### config.mk
export PLATFORM = sky130hd
export DESIGN_NAME = au4_ptr_justifier
export DESIGN_NICKNAME = d
export VERILOG_FILES = /design/src/rtl/au4_ptr_pkg.sv /design/src/rtl/au4_fill_classifier.sv /design/src/rtl/au4_adj_scheduler.sv /design/src/rtl/au4_ptr_word_gen.sv /design/src/rtl/au4_ptr_justifier.sv
export SDC_FILE = /design/constraint.sdc
export NUM_CORES = 1
export LEC_CHECK = 0
export BUFFER_PORTS_ARGS = -buffer_cell sky130_fd_sc_hd__buf_2
export CORE_ASPECT_RATIO = 1.25
export CORE_MARGIN = 4
export CORE_UTILIZATION = 45
export DETAILED_ROUTE_END_ITERATION = 12
export PLACE_DENSITY = 0.68
export SYNTH_ARGS = -nofsm -noshare
export SYNTH_HDL_FRONTEND = slang
export SYNTH_HIERARCHICAL = 1
export SYNTH_SLANG_ARGS = --single-unit
### constraint.sdc
create_clock -name clk -period 6.2 [get_ports clk]
set_input_delay 0 -clock clk [delete_from_list [all_inputs] [get_ports clk]]
set_output_delay 0 -clock clk [all_outputs]
set_load 0.02 [all_outputs]
### src/rtl/au4_ptr_pkg.sv
package au4_ptr_pkg;

  localparam int unsigned PTR_W   = 10;
  localparam int unsigned PTR_MAX = 782;

  localparam logic [PTR_W-1:0] I_MASK   = 10'h2AA;
  localparam logic [PTR_W-1:0] D_MASK   = 10'h155;
  localparam logic [3:0]       FLAG_RUN = 4'b0110;
  localparam logic [3:0]       FLAG_NEW = 4'b1001;
  localparam logic [1:0]       SS_AU4   = 2'b10;

  typedef enum logic [1:0] {REQ_NONE, REQ_POS, REQ_NEG} req_e;
  typedef enum logic [1:0] {ACT_NONE, ACT_INC, ACT_DEC, ACT_LOAD} act_e;

  function automatic logic [PTR_W-1:0] ptr_up(input logic [PTR_W-1:0] p);
    return (p == PTR_W'(PTR_MAX)) ? '0 : p + 1'b1;
  endfunction

  function automatic logic [PTR_W-1:0] ptr_down(input logic [PTR_W-1:0] p);
    return (p == '0) ? PTR_W'(PTR_MAX) : p - 1'b1;
  endfunction

  function automatic logic [PTR_W-1:0] line_word(input logic [PTR_W-1:0] p, input act_e a);
    case (a)
      ACT_INC: return p ^ I_MASK;
      ACT_DEC: return p ^ D_MASK;
      default: return p;
    endcase
  endfunction

endpackage

### src/rtl/au4_fill_classifier.sv
module au4_fill_classifier
  import au4_ptr_pkg::*;
#(
  parameter int unsigned FILL_W  = 6,
  parameter int unsigned HI_MARK = 40,
  parameter int unsigned LO_MARK = 24
) (
  input  logic [FILL_W-1:0] fill,
  output req_e              req
);
  localparam logic [FILL_W-1:0] HI_V = FILL_W'(HI_MARK);
  localparam logic [FILL_W-1:0] LO_V = FILL_W'(LO_MARK);

  always_comb begin
    if (fill > HI_V)      req = REQ_NEG;
    else if (fill < LO_V) req = REQ_POS;
    else                  req = REQ_NONE;
  end

  always_comb begin
    AST_REQ_BAND: assert (!(req != REQ_NONE && fill >= LO_V && fill <= HI_V));
  end
endmodule

### src/rtl/au4_adj_scheduler.sv
module au4_adj_scheduler
  import au4_ptr_pkg::*;
#(
  parameter int unsigned HOLD_FRAMES = 3
) (
  input  logic clk,
  input  logic rst_n,
  input  logic frame_tick,
  input  req_e req_now,
  input  logic load_ok,
  output act_e act
);
  localparam int unsigned HW = $clog2(HOLD_FRAMES + 1);
  localparam logic [HW-1:0] HOLD_V = HW'(HOLD_FRAMES);

  logic [HW-1:0] hold_q;
  req_e          pend_q;
  req_e          eff_req;
  logic          act_fire;

  assign eff_req  = (req_now != REQ_NONE) ? req_now : pend_q;

  always_comb begin
    act = ACT_NONE;
    if (frame_tick) begin
      if (load_ok)                    act = ACT_LOAD;
      else if (hold_q != '0)          act = ACT_NONE;
      else if (eff_req == REQ_POS)    act = ACT_INC;
      else if (eff_req == REQ_NEG)    act = ACT_DEC;
    end
  end

  assign act_fire = (act != ACT_NONE);

  always_ff @(posedge clk or negedge rst_n) begin
    if (!rst_n) begin
      hold_q <= '0;
      pend_q <= REQ_NONE;
    end else if (frame_tick) begin
      if (act_fire) begin
        hold_q <= HOLD_V;
        pend_q <= REQ_NONE;
      end else begin
        if (hold_q != '0) hold_q <= hold_q - 1'b1;
        if (req_now != REQ_NONE) pend_q <= req_now;
      end
    end
  end

  // Independent frame-gap counter for the spacing check
  logic [HW-1:0] gap_q;
  always_ff @(posedge clk or negedge rst_n) begin
    if (!rst_n)                 gap_q <= HOLD_V;
    else if (frame_tick) begin
      if (act_fire)             gap_q <= '0;
      else if (gap_q != HOLD_V) gap_q <= gap_q + 1'b1;
    end
  end

  AST_ADJ_SPACING: assert property (@(posedge clk) disable iff (!rst_n)
    (act == ACT_INC || act == ACT_DEC) |-> gap_q == HOLD_V);
  AST_LOAD_WINS: assert property (@(posedge clk) disable iff (!rst_n)
    (frame_tick && load_ok) |-> act == ACT_LOAD);
  AST_PEND_CLEARED: assert property (@(posedge clk) disable iff (!rst_n)
    act_fire |=> pend_q == REQ_NONE);
endmodule

### src/rtl/au4_ptr_word_gen.sv
module au4_ptr_word_gen
  import au4_ptr_pkg::*;
#(
  parameter int unsigned INIT_PTR = 522
) (
  input  logic             clk,
  input  logic             rst_n,
  input  logic             frame_tick,
  input  act_e             act,
  input  logic [PTR_W-1:0] load_ptr,
  output logic [7:0]       h1,
  output logic [7:0]       h2,
  output logic             h3_data,
  output logic             post_stuff,
  output logic [PTR_W-1:0] ptr
);
  localparam logic [PTR_W-1:0] INIT_V = PTR_W'(INIT_PTR);

  logic [PTR_W-1:0] ptr_q, word_q;
  logic [3:0]       flag_q;
  logic             h3_q, stuff_q;

  always_ff @(posedge clk or negedge rst_n) begin
    if (!rst_n) begin
      ptr_q   <= INIT_V;
      word_q  <= INIT_V;
      flag_q  <= FLAG_RUN;
      h3_q    <= 1'b0;
      stuff_q <= 1'b0;
    end else if (frame_tick) begin
      flag_q  <= FLAG_RUN;
      h3_q    <= 1'b0;
      stuff_q <= 1'b0;
      word_q  <= line_word(ptr_q, act);
      case (act)
        ACT_INC: begin
          ptr_q   <= ptr_up(ptr_q);
          stuff_q <= 1'b1;
        end
        ACT_DEC: begin
          ptr_q <= ptr_down(ptr_q);
          h3_q  <= 1'b1;
        end
        ACT_LOAD: begin
          ptr_q  <= load_ptr;
          word_q <= load_ptr;
          flag_q <= FLAG_NEW;
        end
        default: ;
      endcase
    end
  end

  assign h1         = {flag_q, SS_AU4, word_q[9:8]};
  assign h2         = word_q[7:0];
  assign h3_data    = h3_q;
  assign post_stuff = stuff_q;
  assign ptr        = ptr_q;

  AST_PTR_RANGE: assert property (@(posedge clk) disable iff (!rst_n)
    ptr_q <= PTR_W'(PTR_MAX));
  AST_SEL_EXCL: assert property (@(posedge clk) disable iff (!rst_n)
    !(h3_q && stuff_q));
  AST_FRAME_STABLE: assert property (@(posedge clk) disable iff (!rst_n)
    !frame_tick |=> ($stable(h1) && $stable(h2) && $stable(ptr_q)));
  AST_FLAG_ON_ADJ: assert property (@(posedge clk) disable iff (!rst_n)
    (h3_q || stuff_q) |-> h1[7:4] == FLAG_RUN);
  AST_WRAP_UP: assert property (@(posedge clk) disable iff (!rst_n)
    (frame_tick && act == ACT_INC && ptr_q == PTR_W'(PTR_MAX)) |=> ptr_q == '0);
endmodule

### src/rtl/au4_ptr_justifier.sv
module au4_ptr_justifier
  import au4_ptr_pkg::*;
#(
  parameter int unsigned FILL_W      = 6,
  parameter int unsigned HI_MARK     = 40,
  parameter int unsigned LO_MARK     = 24,
  parameter int unsigned HOLD_FRAMES = 3,
  parameter int unsigned INIT_PTR    = 522
) (
  input  logic              clk,
  input  logic              rst_n,
  input  logic              frame_tick,
  input  logic [FILL_W-1:0] fill_level,
  input  logic              load_en,
  input  logic [9:0]        load_ptr,
  output logic [7:0]        h1_byte,
  output logic [7:0]        h2_byte,
  output logic              h3_data_sel,
  output logic              post_h3_stuff,
  output logic [9:0]        cur_ptr
);
  req_e req_now;
  act_e act;
  logic load_ok;

  assign load_ok = load_en && (load_ptr <= PTR_W'(PTR_MAX));

  au4_fill_classifier #(.FILL_W(FILL_W), .HI_MARK(HI_MARK), .LO_MARK(LO_MARK)) u_class (
    .fill (fill_level),
    .req  (req_now)
  );

  au4_adj_scheduler #(.HOLD_FRAMES(HOLD_FRAMES)) u_sched (
    .clk        (clk),
    .rst_n      (rst_n),
    .frame_tick (frame_tick),
    .req_now    (req_now),
    .load_ok    (load_ok),
    .act        (act)
  );

  au4_ptr_word_gen #(.INIT_PTR(INIT_PTR)) u_word (
    .clk        (clk),
    .rst_n      (rst_n),
    .frame_tick (frame_tick),
    .act        (act),
    .load_ptr   (load_ptr),
    .h1         (h1_byte),
    .h2         (h2_byte),
    .h3_data    (h3_data_sel),
    .post_stuff (post_h3_stuff),
    .ptr        (cur_ptr)
  );

  AST_LOAD_FLAG: assert property (@(posedge clk) disable iff (!rst_n)
    (frame_tick && load_ok) |=> (h1_byte[7:4] == FLAG_NEW && cur_ptr == $past(load_ptr)));
  AST_BAD_LOAD: assert property (@(posedge clk) disable iff (!rst_n)
    (frame_tick && load_en && !load_ok) |=> h1_byte[7:4] == FLAG_RUN);
endmodule

-- Word-level counts from Yosys, hierarchy flattened
Cells that the tools add are included.
- multiplexer cells: 19
- bitwise operators: 2
- add/sub/neg operators: 3
- magnitude comparators: 3
- reduce and logical (&&, ||, !) cells: 9
- equal/unequal tests: 6
- operator list (kind ; count):
    10-bit 2-to-1 mux ; 3
    10-bit case mux with 3 select lines ; 1
    2-bit 2-to-1 mux ; 10
    10-bit case mux with 2 select lines ; 1
    10-bit by 1-bit adder with 10-bit output (second input constant) ; 1
    10-bit equality test (second input constant) ; 1
    10-bit less-or-equal comparator (second input constant) ; 1
    10-bit logical NOT ; 1
    5-bit inverter ; 2
    10-bit by 1-bit subtractor with 10-bit output (second input constant) ; 1
    2-bit nonzero test ; 4
    2-bit equality test (second input constant) ; 3
    6-bit > comparator (second input constant) ; 1
    6-bit by 5-bit less-than comparator with 1-bit output (second input constant) ; 1
    2-bit by 1-bit equality test with 1-bit output (second input constant) ; 2
    4-bit 2-to-1 mux ; 1
    2-bit AND reduction ; 2
    1-bit 2-to-1 mux ; 3
    3-bit nonzero test ; 1
    2-bit by 1-bit subtractor with 2-bit output (second input constant) ; 1
    1-bit logical AND ; 1
- bits of input ports: 20
- word-level logic and storage cells: 49
- output and inout port bits: 28
- bits in registers: 30

-- Longest topological paths before layout
Gate-level depths: netlist (run 1).
- depth after elaboration: 14
- mapped depth: 13
- mapped depth without buffers: 12

-- By module
The synthesis (run 1) kept the hierarchy.
- modules (own cells, without submodules) (module ; area an instance (um^2) ; instances ; cells an instance):
    au4_ptr_word_gen ; 1760.4 ; 1 ; 211
    au4_adj_scheduler ; 291.5 ; 1 ; 33
    au4_ptr_justifier ; 32.5 ; 1 ; 5
    au4_fill_classifier ; 26.3 ; 1 ; 4

-- Least setup slack after synthesis (run 1)
OpenSTA, ideal clock, no wires.
- path kind: register to register
- start point: register u_sched.hold_q[0]
- end point: register u_word.word_q[0]
- path buffers: 2
- stages on the path, launching flop included: 13
- setup slack: 3936 ps
- data arrival time: 2186 ps
- period minus slack after synthesis: 2264 ps
- cells stage by stage: dfrtp_1 > inv_1 > ha_1 > buf_4 > o2111ai_1 > a21oi_1 > ha_1 > clkbuf_1 > and2_1 > nor2_1 > a211oi_1 > a21oi_1 > a21oi_1
- word-level cells in the longest chain between the ends: 7
- elaborated cells on any way between the ends: 9
- classes of those cells: 3 x eq/ne; 5 x mux; 1 x reduce/logical
- ends and longest elaborated chain (element ; RTL line ; text):
    from (decl) ; au4_adj_scheduler.sv:16 ; logic [HW-1:0] hold_q;
    from (signal assigned) ; au4_adj_scheduler.sv:44 ; if (hold_q != '0) hold_q <= hold_q - 1'b1;
    2-bit nonzero test (*) ; au4_adj_scheduler.sv:27 ; else if (hold_q != '0) act = ACT_NONE;
    2-bit 2-to-1 mux (*) ; au4_adj_scheduler.sv:27 ;
    2-bit 2-to-1 mux (*) ; au4_adj_scheduler.sv:26 ; if (load_ok) act = ACT_LOAD;
    2-bit 2-to-1 mux (*) ; au4_adj_scheduler.sv:25 ; if (frame_tick) begin
    named net act[1] ; au4_ptr_justifier.sv:23 ; act_e act;
    2-bit equality test or 2-bit by 1-bit equality test with 1-bit output (tied branches) ; au4_ptr_pkg.sv:24 ; case (a)
    10-bit case mux with 2 select lines ; au4_ptr_pkg.sv:24 ;
    10-bit 2-to-1 mux (*) ; au4_ptr_word_gen.sv:35 ; case (act)
    to (signal assigned) ; au4_ptr_word_gen.sv:34 ; word_q <= line_word(ptr_q, act);
    to (signal assigned) ; au4_ptr_word_gen.sv:46 ; word_q <= load_ptr;
    to (decl) ; au4_ptr_word_gen.sv:19 ; logic [PTR_W-1:0] ptr_q, word_q;
Mark *: on every way through the listed nets, which the timed path passes. The rest lies on a longest branch.
A chain may end at the register's enable or synchronous reset.

-- Worst setup path in the final report (run 1)
- start point: register u_sched.hold_q[0]
- end point: register u_word.ptr_q[5] (netlist: u_word/ptr[5])
- word-level cells in the longest chain between the ends: 7
- elaborated cells on any way between the ends: 10
- classes of those cells: 3 x eq/ne; 4 x mux; 3 x reduce/logical
- ends and longest elaborated chain (element ; RTL line ; text):
    2-bit nonzero test (*) ; au4_adj_scheduler.sv:27 ;
    2-bit 2-to-1 mux (*) ; au4_adj_scheduler.sv:27 ;
    2-bit 2-to-1 mux (*) ; au4_adj_scheduler.sv:26 ;
    2-bit 2-to-1 mux (*) ; au4_adj_scheduler.sv:25 ;
    named net act[0] ; au4_ptr_justifier.sv:23 ;
    2-bit equality test or 2-bit by 1-bit equality test with 1-bit output (tied branches) ; au4_ptr_word_gen.sv:35 ;
    3-bit nonzero test (no line) ; - ;
    2-bit AND reduction (no line) ; - ;
    to (signal assigned) ; au4_ptr_word_gen.sv:37 ; ptr_q <= ptr_up(ptr_q);
    to (signal assigned) ; au4_ptr_word_gen.sv:41 ; ptr_q <= ptr_down(ptr_q);
    to (signal assigned) ; au4_ptr_word_gen.sv:45 ; ptr_q <= load_ptr;
    to (decl) ; au4_ptr_word_gen.sv:19 ;
Marks and branches as above.

==> summary.txt, run 1 <==
Critical Path AT = 2.99 ns
Core region area = 0.00446 mm^2
CTS H-tree depth = 1
Crit path max fanout = 13
First-pass GRT wire length = 9.16 mm
CP Launch Point = u_sched/hold_q[0]
Max Fclk = 0.362 GHz
Post-Syn Instances = 253
Hold WS = 0.0511 ns
Final hold vios = 0
FF+latch count, synth = 28
Sequential element share of the synthesized area = 0.336
Worst slack, placed = 3.45 ns
Syn avg cell area = 8.34 um^2
Slew margin rel. = 0.562
CTS Root Cell = clkbuf_8
Leakage power = 1.01 nW
Max_cap viols = 0
Worst ir drop on vdd = 212 uV
CTS max path bufs = 2
Congestion Overflow GR = 0
Post-cts sizing count = 0
RSZ-0062 raised after global routing = false
Post-route worst setup slack = 3.44 ns
Netlist cell types = 57
WL met1 = 2.47 mm
CTS tree = yes
Post-synth EDFFs = 0
Row count = 27
Die X = 69.3 um
Total GRT Usage = 0.190
Final HPWL DP = 4.11 mm
Most frequent cells in the layout = 45 x buf_2, 29 x a21oi_1, 27 x nor2_1
Uppermost layer routed = met4
WL per Instance = 16.5 um
Ant diodes = 0
Vias = 1944
Die footprint = 0.00586 mm^2
Tcrit/Tclk final = 0.446
Crit end category = register
Clock sinks = 28
Fin util = 0.533
Post-synth net total = 282
Metal2 WL = 2.72 mm
Layout Nets = 311
Worst r2r dst = u_word/ptr[5]
DRC violations left = 0
Worst Hold Depth = 3
Area Overhead vs Synth = 12.6%
Most common cell after layout, fill and taps aside = buf_2
Hold Crit Class = in -> reg
Pre-Repair DR Iteration Count = 4
Top-Level Pins = 48
Synth Warn # = 6
Clock-pin transition on the worst setup and hold timing paths = 0.10 ns
Outcome = finished, final reports clean
Power Total = 0.000933 W
WHS Endpoint = u_word/word_q[9]
Slew @ Worst Pin = 0.656 ns
Final wirelength = 5.60 mm
Final setup violation count = 0
Largest net degree at the start of global routing = 34
Antenna Violating Nets Remaining = 0
Layout cells sized above 1 = 0.242
Clock Skew = 0.00385 ns
Critical Path RT = 6.43 ns
FF-to-FF Start = u_sched/hold_q[0]
Tmin final = 2.76 ns
Netlist Area Pre-Place = 0.00211 mm^2
Worst setup SP type = register
Clk_lat worst skew = 0.28 ns
Ys async rst share = 1.00
Die Span Y = 84.6 um
Ys flop type = dfrtp_1
Slew Viols, Final = 0
Routability congestion estimate = 0.871
Critical path class = reg -> reg
Worst min-delay path startpoint = load_ptr[9]
Final TNS setup = 0 ns
CTS buffer count = 3
R2R cell count = 11
Power Density = 392 mW/mm^2
PortBufs = 45
Initial Utilization = 0.473
Reg2Reg Setup Slack = 3.44 ns
Wire length on met3 = 335 um
Iteration-0 DRC Markers = 113
Vias per cell = 5.73
Vias in the first global route = 1883
Initial antenna violation count = 0
stage by stage:
| step | instance area (um^2) | instances |
|---|---|---|
| 6_report | 2380 | 339 |
| 3_5_place_dp | 2300 | 334 |
| 5_1_grt | 2380 | 339 |
| 2_1_floorplan | 2110 | 253 |
| 4_1_cts | 2380 | 339 |
| 3_3_place_gp | 2300 | 334 |
cell type report:
cell class                 count  area (um^2)
multi-input combinational    184         1210
clock buffer                   3         41.3
timing repair buffer          47          243
clock inverter                 1         30.0
fill                         454         2080
inverter                      18         70.1
tap                           58         72.6
sequential                    28          709
worst max-delay path by stage:
| stage | end | slack (ns) | depth (start not counted) |
|---|---|---|---|
| final | u_word/ptr[5] | 3.44 | 11 |
| after global routing | u_word/ptr[5] | 3.22 | 11 |
| after CTS | u_word/ptr[5] | 3.48 | 11 |
| after detailed placement | u_word/ptr[5] | 3.45 | 13 |
| after global placement | u_word/ptr[5] | 3.57 | 13 |
| after floorplan | u_word/word_q[0] | 3.94 | 12 |
cell families (layout without fill, tap and decap cells):
family,count (synthesis),count (layout),share of synthesized area
AO/OA/AOI/OAI,89,89,0.284
AND/OR/NAND/NOR,77,77,0.201
buffers and inverters,41,69,0.0901
flip-flops,28,28,0.336
adder cells (fa/ha/maj),9,9,0.0534
XOR/XNOR,4,4,0.0166
multiplexers,3,3,0.0154
other,2,2,0.00356
repair_timing:
action | 4_1_cts | 5_1_grt
hold buffers | 1 | 0
buffers inserted | 0 | 0
hold endpoints to repair | 21 | 0
critical path, cell delays in order (launching register included):
cell and delay [ns]:
dfrtp_1 0.40, inv_1 0.06, ha_1 0.28, o2111ai_1 0.15, a21oi_1 0.28, inv_1 0.11, ha_1 0.36, nor2_1 0.28
o31ai_4 0.20, a31o_2 0.25, o221ai_1 0.19, o21a_1 0.15
flip-flops by register name (all words and copies together), names as in the netlist:
name	flops
u_word/ptr	10
u_word/word_q	10
u_sched/hold_q	2
u_sched/pend_q	2
u_word/flag_q	2
u_word/h3_data	1
u_word/post_stuff	1
Yosys cell counts (2+ instances only):
library cell | n | area (um^2)
o31a_1 | 2 | 17.5
xnor2_1 | 2 | 17.5
conb_1 | 2 | 7.51
clkbuf_1 | 15 | 56.3
o2111ai_1 | 2 | 17.5
a22o_1 | 2 | 17.5
ha_1 | 9 | 113
o31ai_1 | 5 | 37.5
nor2_1 | 27 | 101
o21ai_1 | 5 | 25.0
nor2b_1 | 4 | 25.0
nor3_1 | 4 | 20.0
and4_1 | 2 | 17.5
a211oi_1 | 11 | 82.6
nand3_1 | 7 | 35.0
nand2b_1 | 4 | 25.0
buf_4 | 5 | 37.5
xor2_1 | 2 | 17.5
nand2_1 | 8 | 30.0
dfrtp_1 | 21 | 526
dfstp_2 | 7 | 184
a32oi_1 | 3 | 26.3
mux2_2 | 2 | 22.5
a31oi_1 | 3 | 18.8
nor4_2 | 2 | 25.0
buf_6 | 2 | 22.5
and2b_1 | 2 | 15.0
nor3b_1 | 2 | 15.0
nand4_1 | 3 | 18.8
inv_1 | 17 | 63.8
o21ai_0 | 13 | 65.1
a211o_1 | 2 | 17.5
and2_1 | 2 | 12.5
or4_1 | 2 | 15.0
a21oi_1 | 29 | 145
or4b_1 | 2 | 20.0
power breakdown:
group / leakage, nW / switching [W] / internal [W]
Clock: 0.0357 / 0.0000606 / 0.0000865
Combinational: 0.649 / 0.000254 / 0.000167
Sequential: 0.329 / 0.000110 / 0.000255
per-layer routing:
layer  track usage  up-vias
li1              -      969
met5             0        -
met2         0.330       76
met4        0.0568        0
met3        0.0251       11
met1         0.244      888
(Power assumes the default switching activity.)
==> run 2: changes to the inputs <==
ABC_AREA = 1   (was unset)
clock period = 2.9 ns   (was 6.2 ns; I/O delays follow)
==> run 2 against run 1 <==
  * Count of clock-buffer cells in the layout did not move
  * Worst setup slack got worse by 2.8 ns
  * Hold slack got worse by 0.029 ns
  * Sequential share of layout area fell by 2.2 points
  * Via count rose by 15%
  * Power rose to 2.5 times the previous value
  * Combinational power rose to 2.9 times the previous value
  * Clock power rose by 110%
  * First-iteration DRC count rose by 29%
  * Critical path depth rose by 3
  * Largest cell class unchanged
  * Largest power group unchanged
  * Highest routed layer unchanged
==> summary.txt, run 2 <==
Vias = 2232
Vias in the first global route = 2150
Initial Utilization = 0.469
Netlist Area Pre-Place = 0.00225 mm^2
Tcrit/Tclk final = 0.794
Power Density = 913 mW/mm^2
Fillers = 489
Clock Skew = 0.00681 ns
Final HPWL DP = 4.51 mm
Post-synth net total = 363
Congestion Overflow GR = 0
Area leader, netlist = dfrtp_1
Crit end category = register
Post-cts sizing count = 0
Netlist cell types = 30
Routability congestion estimate = 0.863
Dpl cell area = 0.00248 mm^2
PortBufs = 45
Syn avg cell area = 6.75 um^2
Die X = 71.3 um
Slew @ Worst Pin = 0.651 ns
Slew Viols, Final = 0
Ys flop type = dfrtp_1
Leakage power = 1.31 nW
Crit path max fanout = 15
Crit-path cells = inv_1 -> ha_1 -> nand3_1 -> nor2_2 -> nor2_4 -> inv_1 -> ha_1 -> nor2_1 -> nand2_4 -> inv_4 -> nand2_2 -> nand3_2 -> nor2_1 -> nor2_1
Max incr delay on CP = 0.47 ns
CTS H-tree depth = 1
R2R cell count = 14
Post-synth top cells = 97 x nand2_1, 39 x nor2_1, 31 x a21oi_1
CTS Root Cell = clkbuf_8
Fin util = 0.534
Final instance area = 0.00256 mm^2
Max Fclk = 0.435 GHz
Iteration-0 DRC Markers = 146
Ant diodes = 0
Antenna Violating Nets Remaining = 0
Critical path class = reg -> reg
Final hold vios = 0
Reg2Reg Setup Slack = 0.60 ns
Slew margin rel. = 0.566
Final wirelength = 5.85 mm
Clock-pin transition on the worst setup and hold timing paths = 0.10 ns
Worst ir drop on vdd = 499 uV
Die Span Y = 87.1 um
Row count = 28
Vias per cell = 5.14
FF+latch count, synth = 28
WL per Instance = 13.5 um
Worst setup SP type = register
Max_cap viols = 0
Post-synth EDFFs = 0
Ranking of synthesized cells by area = dfrtp_1 23%, nand2_1 16%, dfstp_2 8.2%, a21oi_1 6.9%, nor2_1 6.5%
Most common cell after layout, fill and taps aside = nand2_1
Final setup violation count = 0
Post-Syn Instances = 334
Crit-path most repeated cell = nor2_1
Critical Path AT = 2.48 ns
Clock sinks = 28
Area Overhead vs Synth = 13.8%
Top-Level Pins = 48
RSZ-0062 raised after global routing = false
CTS buffer count = 3
Hold Crit Class = in -> reg
Die footprint = 0.00621 mm^2
Layout Nets = 404
Worst Hold Depth = 3
Layout cells sized above 1 = 0.275
Outcome = finished, final reports clean
Most frequent cells in the layout = 97 x nand2_1, 45 x buf_2, 39 x nor2_1
Final TNS setup = 0 ns
Crit-path slowest cell = ha_1
Pre-Repair DR Iteration Count = 5
CTS max path bufs = 2
Core region area = 0.00480 mm^2
First-pass GRT wire length = 9.69 mm
Tmin final = 2.30 ns
Sequential element share of the synthesized area = 0.315
DRC violations left = 0
CTS tree = yes
Share of the synthesized area in the top cell type = 0.233
Synth Warn # = 6
Critical Path RT = 3.08 ns
Clk_lat worst skew = 0.28 ns
Total GRT Usage = 0.194
Count leader, synth = nand2_1
Largest net degree at the start of global routing = 29
Ys async rst share = 1.00
Initial antenna violation count = 0
[run 2: cell types whose count changed after synthesis, moves of 11 or more]
cell / delta
nand2_1: +89
nand3_1: +15
clkbuf_1: -13
nor2_1: +12
a211oi_1: -11
nor2_2: +11
[run 2: layout make-up]
| class | count | area (um^2) | share of cell area |
|---|---|---|---|
| Multi-Input combinational cell | 256 | 1310 | 0.509 |
| Tap cell | 60 | 75.1 | 0.0293 |
| Timing Repair Buffer | 50 | 265 | 0.103 |
| Sequential cell | 28 | 709 | 0.277 |
| Inverter | 36 | 138 | 0.0537 |
| Clock buffer | 3 | 41.3 | 0.0161 |
| Clock inverter | 1 | 30.0 | 0.0117 |
[run 2: stage by stage]
step	cells	power [W]	setup WS [ns]	hold WS (ns)
finish	434	0.00234	0.599	0.0216
global route	434	0.00255	0.388	0.0398
CTS	434	0.00236	0.630	0.00579
detailed placement	429	0.00203	0.663	0.0721
global placement	429	0.00201	0.729	0.0632
floorplan	334	0.00170	0.932	-0.296
[run 2: final timing paths]
path	endpoint	startpoint
worst max register to register	u_word/ptr[2]	u_sched/hold_q[0]
worst min-delay path	u_word/word_q[1]	load_ptr[1]
worst min register to register	u_word/post_stuff	u_word/post_stuff
worst max-delay path	u_word/ptr[2]	u_sched/hold_q[0]
min in group asynchronous	u_word/ptr[6]	rst_n
max in group asynchronous	u_word/word_q[8]	rst_n
[run 2: worst max-delay path, delay by kind of cell, from the launching register on]
family        cells  cell delay (ns)
simple gates      9             0.90
fa+ha+maj         2             0.68
flops             1             0.41
buf+inv           3             0.22
[run 2: logic make-up (layout without fill, tap and decap cells)]
group                    count (synthesis)  in the layout  share of synthesized area
AND/OR/NAND/NOR                        192            192                      0.391
other                                    2              2                    0.00333
AO/OA/AOI/OAI                           46             46                      0.107
XOR/XNOR                                 7              7                     0.0272
flip-flops                              28             28                      0.315
adder cells (fa/ha/maj)                  9              9                     0.0500
buffers and inverters                   50             90                      0.106
[run 2: where the power goes]
| group | leakage, nW | internal (W) | total (W) | switching, W |
|---|---|---|---|---|
| logic | 0.959 | 0.000440 | 0.00124 | 0.000803 |
| registers | 0.319 | 0.000567 | 0.000788 | 0.000221 |
| clock network | 0.0357 | 0.000185 | 0.000310 | 0.000126 |
[run 2: metal layers]
layer / vias to the layer above / GRT usage / share of wire
li1: 1130 / - / -
met1: 1032 / 0.240 / 0.41
met2: 62 / 0.352 / 0.52
met3: 8 / 0.0196 / 0.051
met4: 0 / 0.0598 / 0.012
met5: - / 0 / 0
[run 2: repair_timing]
action | 4_1_cts | 5_1_grt
setup buffers | 0 | 0
endpoints found under the hold margin | 21 | 0
hold buffers | 1 | 0
